===== src/rtl/bank_xlat_pkg.sv =====
package bank_xlat_pkg;
  typedef struct packed {
    logic winHit;
    logic ioHit;
    logic ramHit;
  } xlatStrobes_t;
endpackage


===== src/rtl/bank_region_match.sv =====
module bank_region_match #(
  parameter int ADDR_W = 16,
  parameter int SPAN   = 64
) (
  input  logic [ADDR_W-1:0] addr,
  input  logic [ADDR_W-1:0] base,
  output logic              hit
);
  localparam int EXT_W = ADDR_W + 1;
  logic [EXT_W-1:0] limit;
  always_comb begin
    limit = {1'b0, base} + EXT_W'(SPAN);
    hit   = (addr >= base) && ({1'b0, addr} < limit);
  end
endmodule


===== src/rtl/bank_xlat_ctrl.sv =====
module bank_xlat_ctrl
  import bank_xlat_pkg::*;
#(
  parameter int          ADDR_W   = 16,
  parameter int          INIT_W   = 8,
  parameter logic [7:0]  INIT_RST = 8'h01,
  parameter int          IO_SPAN  = 64,
  parameter int          RAM_SPAN = 256
) (
  input  logic              clk,
  input  logic              rst_n,
  input  logic [ADDR_W-1:0] cpuAddr,
  input  logic [ADDR_W-1:0] winStart,
  input  logic [ADDR_W-1:0] winEnd,
  input  logic              initWrEn,
  input  logic [INIT_W-1:0] initWrData,
  output xlatStrobes_t      strobes
);
  localparam int NIB_W     = INIT_W / 2;
  localparam int IO_SHIFT  = ADDR_W - NIB_W;
  localparam int RAM_SHIFT = ADDR_W - 2 * NIB_W;

  logic [INIT_W-1:0] initReg;
  logic [ADDR_W-1:0] ioBase, ramBase;
  logic              ioMatch, ramMatch;

  always_ff @(posedge clk or negedge rst_n) begin
    if (!rst_n)        initReg <= INIT_W'(INIT_RST);
    else if (initWrEn) initReg <= initWrData;
  end

  always_comb begin
    ioBase  = ADDR_W'(initReg[NIB_W-1:0]) << IO_SHIFT;
    ramBase = ADDR_W'(initReg[INIT_W-1:NIB_W]) << RAM_SHIFT;
  end

  bank_region_match #(.ADDR_W(ADDR_W), .SPAN(IO_SPAN)) ioMatchU (
    .addr(cpuAddr), .base(ioBase), .hit(ioMatch));
  bank_region_match #(.ADDR_W(ADDR_W), .SPAN(RAM_SPAN)) ramMatchU (
    .addr(cpuAddr), .base(ramBase), .hit(ramMatch));

  always_comb begin
    strobes.winHit = (cpuAddr >= winStart) && (cpuAddr < winEnd);
    strobes.ioHit  = ioMatch;
    strobes.ramHit = ramMatch && !ioMatch;
  end


  init_load_chk: assert property (@(posedge clk) disable iff (!rst_n)
    (rst_n && initWrEn) |=> initReg == $past(initWrData));

  init_hold_chk: assert property (@(posedge clk) disable iff (!rst_n)
    (rst_n && !initWrEn) |=> $stable(initReg));

  io_place_chk: assert property (@(posedge clk) disable iff (!rst_n)
    strobes.ioHit |-> ((cpuAddr >> IO_SHIFT) == ADDR_W'(initReg[NIB_W-1:0])));

  ram_place_chk: assert property (@(posedge clk) disable iff (!rst_n)
    strobes.ramHit |-> ((cpuAddr >> RAM_SHIFT) == ADDR_W'(initReg[INIT_W-1:NIB_W])));
endmodule


===== src/rtl/bank_xlat_dp.sv =====
module bank_xlat_dp
  import bank_xlat_pkg::*;
#(
  parameter int ADDR_W  = 16,
  parameter int PAGE_W  = 16,
  parameter int SHIFT_W = 5,
  parameter int VADDR_W = 32
) (
  input  logic               clk,
  input  logic               rst_n,
  input  xlatStrobes_t       strobes,
  input  logic [ADDR_W-1:0]  cpuAddr,
  input  logic [ADDR_W-1:0]  winStart,
  input  logic [PAGE_W-1:0]  pageReg,
  input  logic [SHIFT_W-1:0] pageShift,
  input  logic [VADDR_W-1:0] virtBase,
  output logic [VADDR_W-1:0] xlatAddr
);
  logic [ADDR_W-1:0]  winOffset;
  logic [VADDR_W-1:0] pageScaled;
  logic [VADDR_W-1:0] relocAddr;

  always_comb begin
    winOffset  = cpuAddr - winStart;
    pageScaled = VADDR_W'(pageReg) << pageShift;
    relocAddr  = VADDR_W'(winOffset) + pageScaled + virtBase;
    xlatAddr   = strobes.winHit ? relocAddr : VADDR_W'(cpuAddr);
  end


  region_excl_chk: assert property (@(posedge clk) disable iff (!rst_n)
    $onehot0({strobes.ioHit, strobes.ramHit}));

  pass_high_chk: assert property (@(posedge clk) disable iff (!rst_n)
    !strobes.winHit |-> (xlatAddr >> ADDR_W) == '0);

  base_rel_chk: assert property (@(posedge clk) disable iff (!rst_n)
    (strobes.winHit && pageReg == '0 && virtBase == '0)
      |-> xlatAddr == VADDR_W'(cpuAddr - winStart));
endmodule


===== src/rtl/bank_xlat.sv =====
module bank_xlat
  import bank_xlat_pkg::*;
#(
  parameter int ADDR_W  = 16,
  parameter int PAGE_W  = 16,
  parameter int SHIFT_W = 5,
  parameter int VADDR_W = 32,
  parameter int INIT_W  = 8
) (
  input  logic               clk,
  input  logic               rst_n,
  input  logic [ADDR_W-1:0]  cpuAddr,
  input  logic [PAGE_W-1:0]  pageReg,
  input  logic [ADDR_W-1:0]  winStart,
  input  logic [ADDR_W-1:0]  winEnd,
  input  logic [SHIFT_W-1:0] pageShift,
  input  logic [VADDR_W-1:0] virtBase,
  input  logic               initWrEn,
  input  logic [INIT_W-1:0]  initWrData,
  output logic [VADDR_W-1:0] xlatAddr,
  output logic               winHit,
  output logic               ioHit,
  output logic               ramHit
);
  xlatStrobes_t strobes;

  bank_xlat_ctrl #(.ADDR_W(ADDR_W), .INIT_W(INIT_W)) ctrlU (
    .clk(clk), .rst_n(rst_n), .cpuAddr(cpuAddr), .winStart(winStart),
    .winEnd(winEnd), .initWrEn(initWrEn), .initWrData(initWrData),
    .strobes(strobes));

  bank_xlat_dp #(.ADDR_W(ADDR_W), .PAGE_W(PAGE_W), .SHIFT_W(SHIFT_W),
                 .VADDR_W(VADDR_W)) dpU (
    .clk(clk), .rst_n(rst_n), .strobes(strobes), .cpuAddr(cpuAddr),
    .winStart(winStart), .pageReg(pageReg), .pageShift(pageShift),
    .virtBase(virtBase), .xlatAddr(xlatAddr));

  assign winHit = strobes.winHit;
  assign ioHit  = strobes.ioHit;
  assign ramHit = strobes.ramHit;


  win_order_chk: assert property (@(posedge clk) disable iff (!rst_n)
    winHit |-> (winStart < winEnd));
endmodule


===== config.mk =====
export PLATFORM = sky130hd
export DESIGN_NAME = bank_xlat
export DESIGN_NICKNAME = d
export VERILOG_FILES = /design/src/rtl/bank_xlat_pkg.sv /design/src/rtl/bank_region_match.sv /design/src/rtl/bank_xlat_ctrl.sv /design/src/rtl/bank_xlat_dp.sv /design/src/rtl/bank_xlat.sv
export SDC_FILE = /design/constraint.sdc
export NUM_CORES = 1
export LEC_CHECK = 0
export BUFFER_PORTS_ARGS = -buffer_cell sky130_fd_sc_hd__buf_4
export CORE_MARGIN = 4
export CORE_UTILIZATION = 30
export DETAILED_ROUTE_END_ITERATION = 6
export GPL_TIMING_DRIVEN = 0
export PLACE_DENSITY = 0.58
export SLEW_MARGIN = 40
export SYNTH_ARGS = -nofsm -noshare
export SYNTH_HDL_FRONTEND = slang
export SYNTH_SLANG_ARGS = --single-unit

===== constraint.sdc =====
create_clock -name clk -period 7.4 [get_ports clk]
set_clock_uncertainty 0.05 [all_clocks]
set_input_delay 0.74 -clock clk [delete_from_list [all_inputs] [get_ports clk]]
set_output_delay 0.74 -clock clk [all_outputs]
set_load 0.02 [all_outputs]

Word level (Yosys, flattened, before mapping):

Index checks and enable logic that the tools add are counted.

* bits in registers: 8
* output and inout port bits: 35
* logic and storage cells: 19
* input port bits: 112

* shift-type cells: 1
* mux-type cells: 1
* magnitude comparators: 6
* $add $sub $neg: 5
* reductions and logical operators: 5

Operator list (number)
* less-than comparator 16 x 17 -> 1 bit: 2
* adder 16 x 32 -> 32 bit: 1
* adder 32 bit: 1
* greater-or-equal comparator 16 bit: 2
* two-way mux 32 bit: 1
* left shift 16 x 5 -> 32 bit: 1
* adder 16 x 7 -> 17 bit (second input constant): 1
* greater-or-equal comparator 16 x 12 -> 1 bit: 1
* less-than comparator 16 bit: 1
* subtractor 16 bit: 1
* adder 12 x 9 -> 13 bit (second input constant): 1
* logical AND 1 bit: 4
* zero test 1 bit: 1

Longest topological paths before layout:

* depth after elaboration: 5
* depth in mapped cells: 21
* mapped depth without buffers: 21

By module:

A second synthesis with hierarchy kept.

* cells, all modules: 943
* area, all modules: 7099.3 µm²

By module, submodules not included
* bank_xlat_dp: times used 1, area each 4495.6 µm², cells an instance 625, seq. area each 0.0 µm²
* bank_xlat_ctrl: times used 1, area each 1108.6 µm², cells an instance 125, seq. area each 201.4 µm²
* bank_region_match at ctrlU.ioMatchU: times used 1, area each 777.0 µm², cells an instance 101, seq. area each 0.0 µm²
* bank_region_match at ctrlU.ramMatchU: times used 1, area each 718.2 µm², cells an instance 92, seq. area each 0.0 µm²

Least setup slack after synthesis:

Ideal clock, no wire load.

* path type: input-to-output
* start: input winStart[1]
* end: output xlatAddr[31]
* data required time: 6.610 ns
* slack: 1.442 ns
* stages on the path: 19
* data arrival time: 5.168 ns
* cells stage by stage: inv_1 -> ha_1 -> nor2b_1 -> o31a_1 -> nor3_1 -> o2111a_1 -> nor3_1 -> a41o_1 -> o41ai_1 -> xnor2_1 -> fa_1 -> ha_1 -> o21a_1 -> a2111oi_0 -> a31oi_1 -> a221oi_4 -> o211ai_2 -> o31ai_2 -> mux2i_1

* cells in the longest elaborated chain, start to end: 4
* elaborated cells between the ends (all ways): 6
* those cells by class: add/sub: 3; order compare: 1; mux: 1; reduce/logical: 1

RTL lines
* from (decl): line bank_xlat.sv:14 `input logic [ADDR_W-1:0] winStart,`
* subtractor 16 bit: line bank_xlat_dp.sv:24 `winOffset = cpuAddr - winStart;`
* adder 16 x 32 -> 32 bit: line bank_xlat_dp.sv:26 `relocAddr = VADDR_W'(winOffset) + pageScaled + virtBase;`
* adder 32 bit: line bank_xlat_dp.sv:26
* two-way mux 32 bit (*): line bank_xlat_dp.sv:27 `xlatAddr = strobes.winHit ? relocAddr : VADDR_W'(cpuAddr);`
* to (decl): line bank_xlat.sv:20 `output logic [VADDR_W-1:0] xlatAddr,`

Every way passes the cells marked *; elsewhere a longest branch is shown, timed or not.

Final worst setup path:

* start: input cpuAddr[1]
* end: output xlatAddr[31]

* cells in the longest elaborated chain, start to end: 4
* elaborated cells between the ends (all ways): 7
* those cells by class: add/sub: 3; order compare: 2; mux: 1; reduce/logical: 1

RTL lines
* from (decl): line bank_xlat.sv:12 `input logic [ADDR_W-1:0] cpuAddr,`
* subtractor 16 bit: line bank_xlat_dp.sv:24
* adder 16 x 32 -> 32 bit: line bank_xlat_dp.sv:26
* adder 32 bit: line bank_xlat_dp.sv:26
* two-way mux 32 bit (*): line bank_xlat_dp.sv:27

Marks and branches as above.

==> reports/qor.yml <==
outcome:
  outcome: "completed"
worst_setup_path:
  crit_type: "in2out"
  r2r_end: "ctrlU.initReg[0]"
  end_kind: "output pin"
  reg2reg_depth: 2
  cp-start-kind: "primary input"
  cp.arrival_ns: 5.74
  reg2reg_from: "ctrlU.initReg[0]"
  crit_required_ns: 6.61
  worstPathMaxFanout: 5
  timing.reg2reg.setup_slack_ns: 6.55
logic_synthesis:
  netlist.area_leader.share: 0.226
  synth_edf_count: 0
  synth_area_leader_cell: "ha_1"
  synthCells: 668
  synth_seq_cells: 8
  ys_top_cells_by_count: "92 x ha_1, 55 x inv_1, 55 x nand2_1"
  synthFlopType: "dfrtp_1"
  syn_nets: 890
  ys_types: 70
  yosysMostFrequentCell: "ha_1"
  synthTopCellsByArea: "ha_1 23%, fa_1 7.1%, a21oi_1 4.7%"
  yosys_warnings: 0
  syn_area_um2: 5090
  synth.avg_cell_area_um2: 7.63
  synth-async-reset-ratio: 1.00
  ys_seq_area_frac: 0.0395
clock_tree:
  ctsResizeCount: 0
  cts_buffer_depth: 2
  clk_latency_ns: 0.23
  htreeDepth: 1
  cts_root_buf: "clkbuf_16"
  tritoncts: "built"
  cts_buffers: 3
  post_cts_buffers: 0
  clock_sinks: 8
  clk_pin_slew_worst_paths_ns: 0.04
  postCtsHoldBufs: 0
layout:
  n_fill_cell: 1796
  syn2layout_area_growth_pct: 28.2
  largest_reg_flops: 8
  fin_nets: 1039
  num_antenna_cells: 0
  layout-drive-gt1-share: 0.221
  largest_register: "ctrlU.initReg"
  top_regs: "ctrlU.initReg (8)"
placed_design:
  place_congestion: 0.894
  port_buffers: 144
  dp_hpwl_um: 14600
global_route:
  grt_pass1_wl_um: 27000
  grt_usage: 0.168
  grt_pass1_vias: 5386
  grt_start_max_net_pins: 11
  antenna_found_initial: 0
  globalRoute.totalOverflow: 0
routing:
  drc_errors: 0
  routed_wl_um: 16500
  dr_total_vias: 5332
  first_pass_iters: 5
  final_antenna_net_count: 0
  drt-initial-drc-count: 245
  wl_per_cell_um: 15.9
  vias_per_cell: 5.15
floorplanning:
  die_area_um2: 19100
  core_area_um2: 16600
  die_x_um: 138
  num_rows: 47
  start_util: 0.306
  ios: 147
  die_y_um: 138
timing:
  rsz0062_at_grt: "false"
  finalCriticalPeriod_ns: 6.53
  fin_setup_tns_ns: 0
  max_freq_mhz: 153
  hold_viol_final: 0
  max_slew_margin: 0.512
  setup_viol: 0
  tightest_slew_ns: 0.731
  slew_violations: 0
  min_period_over_period: 0.883
pwr:
  finalPower_uw: 1010
  p_leak_uw: 0.00328
  pwr_density_cell_nw_per_um2: 155
  peakVddDrop_mv: 0.0967
min_path:
  hold_class: "in2async"
job:
  maxCapViolations: 0
area by class of cell:
type                       count  area [um2]  area share
buffer                        21         101      0.0155
clock buffer                   4        78.8      0.0121
inverter                      57         214      0.0328
multi-input combinational    582        4580       0.701
sequential                     8         201      0.0308
tap                          220         275      0.0422
timing repair buffer         144        1080       0.166
worst max path at each step:
stage / slack (ns) / cells past startpoint / startpoint / to
after floorplan: 1.44 / 19 / winStart[1] / xlatAddr[31]
after global placement: 0.88 / 21 / cpuAddr[1] / xlatAddr[31]
final: 0.87 / 20 / cpuAddr[1] / xlatAddr[31]
after CTS: 0.86 / 21 / cpuAddr[1] / xlatAddr[31]
after detailed placement: 0.86 / 21 / cpuAddr[1] / xlatAddr[31]
after global routing: 0.56 / 20 / cpuAddr[1] / xlatAddr[31]
kinds of logic (layout without fill, tap and decap cells):
logic type | count (synthesis) | count (layout) | synth area share
AO/OA/AOI/OAI | 202 | 202 | 0.269
XOR/XNOR | 34 | 34 | 0.0584
adder cells (fa/ha/maj) | 110 | 110 | 0.297
buffers and inverters | 78 | 226 | 0.0619
flip-flops | 8 | 8 | 0.0395
multiplexers | 44 | 44 | 0.0943
AND/OR/NAND/NOR | 192 | 192 | 0.181
placed cells by master (no fill, tap or decap), drive strengths merged, types with 9 or more instances in the layout:
cell type,synthesis,layout
a211oi,12,12
a21o,23,23
a21oi,48,48
and2,10,10
buf,7,151
clkbuf,14,18
fa,18,18
ha,92,92
inv,56,56
mux2,22,22
mux2i,21,21
nand2,55,55
nand2b,9,9
nand3,17,17
nor2,50,50
nor3,15,15
o21a,19,19
o21ai,45,45
o22ai,10,10
xnor2,25,25
xor2,9,9
where the power goes:
part | switching [uW] | total (uW) | internal [uW]
clock network | 20.3 | 92.0 | 71.7
registers | 2.30 | 50.6 | 48.3
logic | 480 | 869 | 390
layer usage:
metal	GRT usage	up-vias	part of all wire
met2	0.293	166	0.47
met5	0	-	0
met3	0.0228	19	0.058
met1	0.225	2416	0.45
met4	0.0281	0	0.015
li1	-	2731	-
critical path: stages:
cell	delay, ns
buf_4	0.13
ha_1	0.30
nor2b_1	0.15
o31a_1	0.29
nor3_1	0.18
o2111a_1	0.25
nor3_1	0.07
a41o_1	0.26
o41ai_1	0.33
xnor2_1	0.19
fa_1	0.44
ha_1	0.38
o21a_1	0.21
a2111oi_0	0.41
a31oi_1	0.26
a221oi_4	0.38
o211ai_2	0.17
o31ai_2	0.22
mux2i_1	0.23
buf_4	0.17
stage by stage:
stage / worst slack [ns] / cell area, um2 / cells / util / hold slack [ns]
floorplan: 1.44 / 5090 / 668 / - / 0.394
global placement: 0.885 / 6450 / 1032 / 0.388 / 0.460
detailed placement: 0.864 / 6450 / 1032 / 0.388 / 0.471
CTS: 0.857 / 6530 / 1036 / 0.392 / 0.273
global route: 0.556 / 6530 / 1036 / 0.392 / 0.272
finish: 0.865 / 6530 / 1036 / 0.392 / 0.269
(Power assumes the default switching activity.)
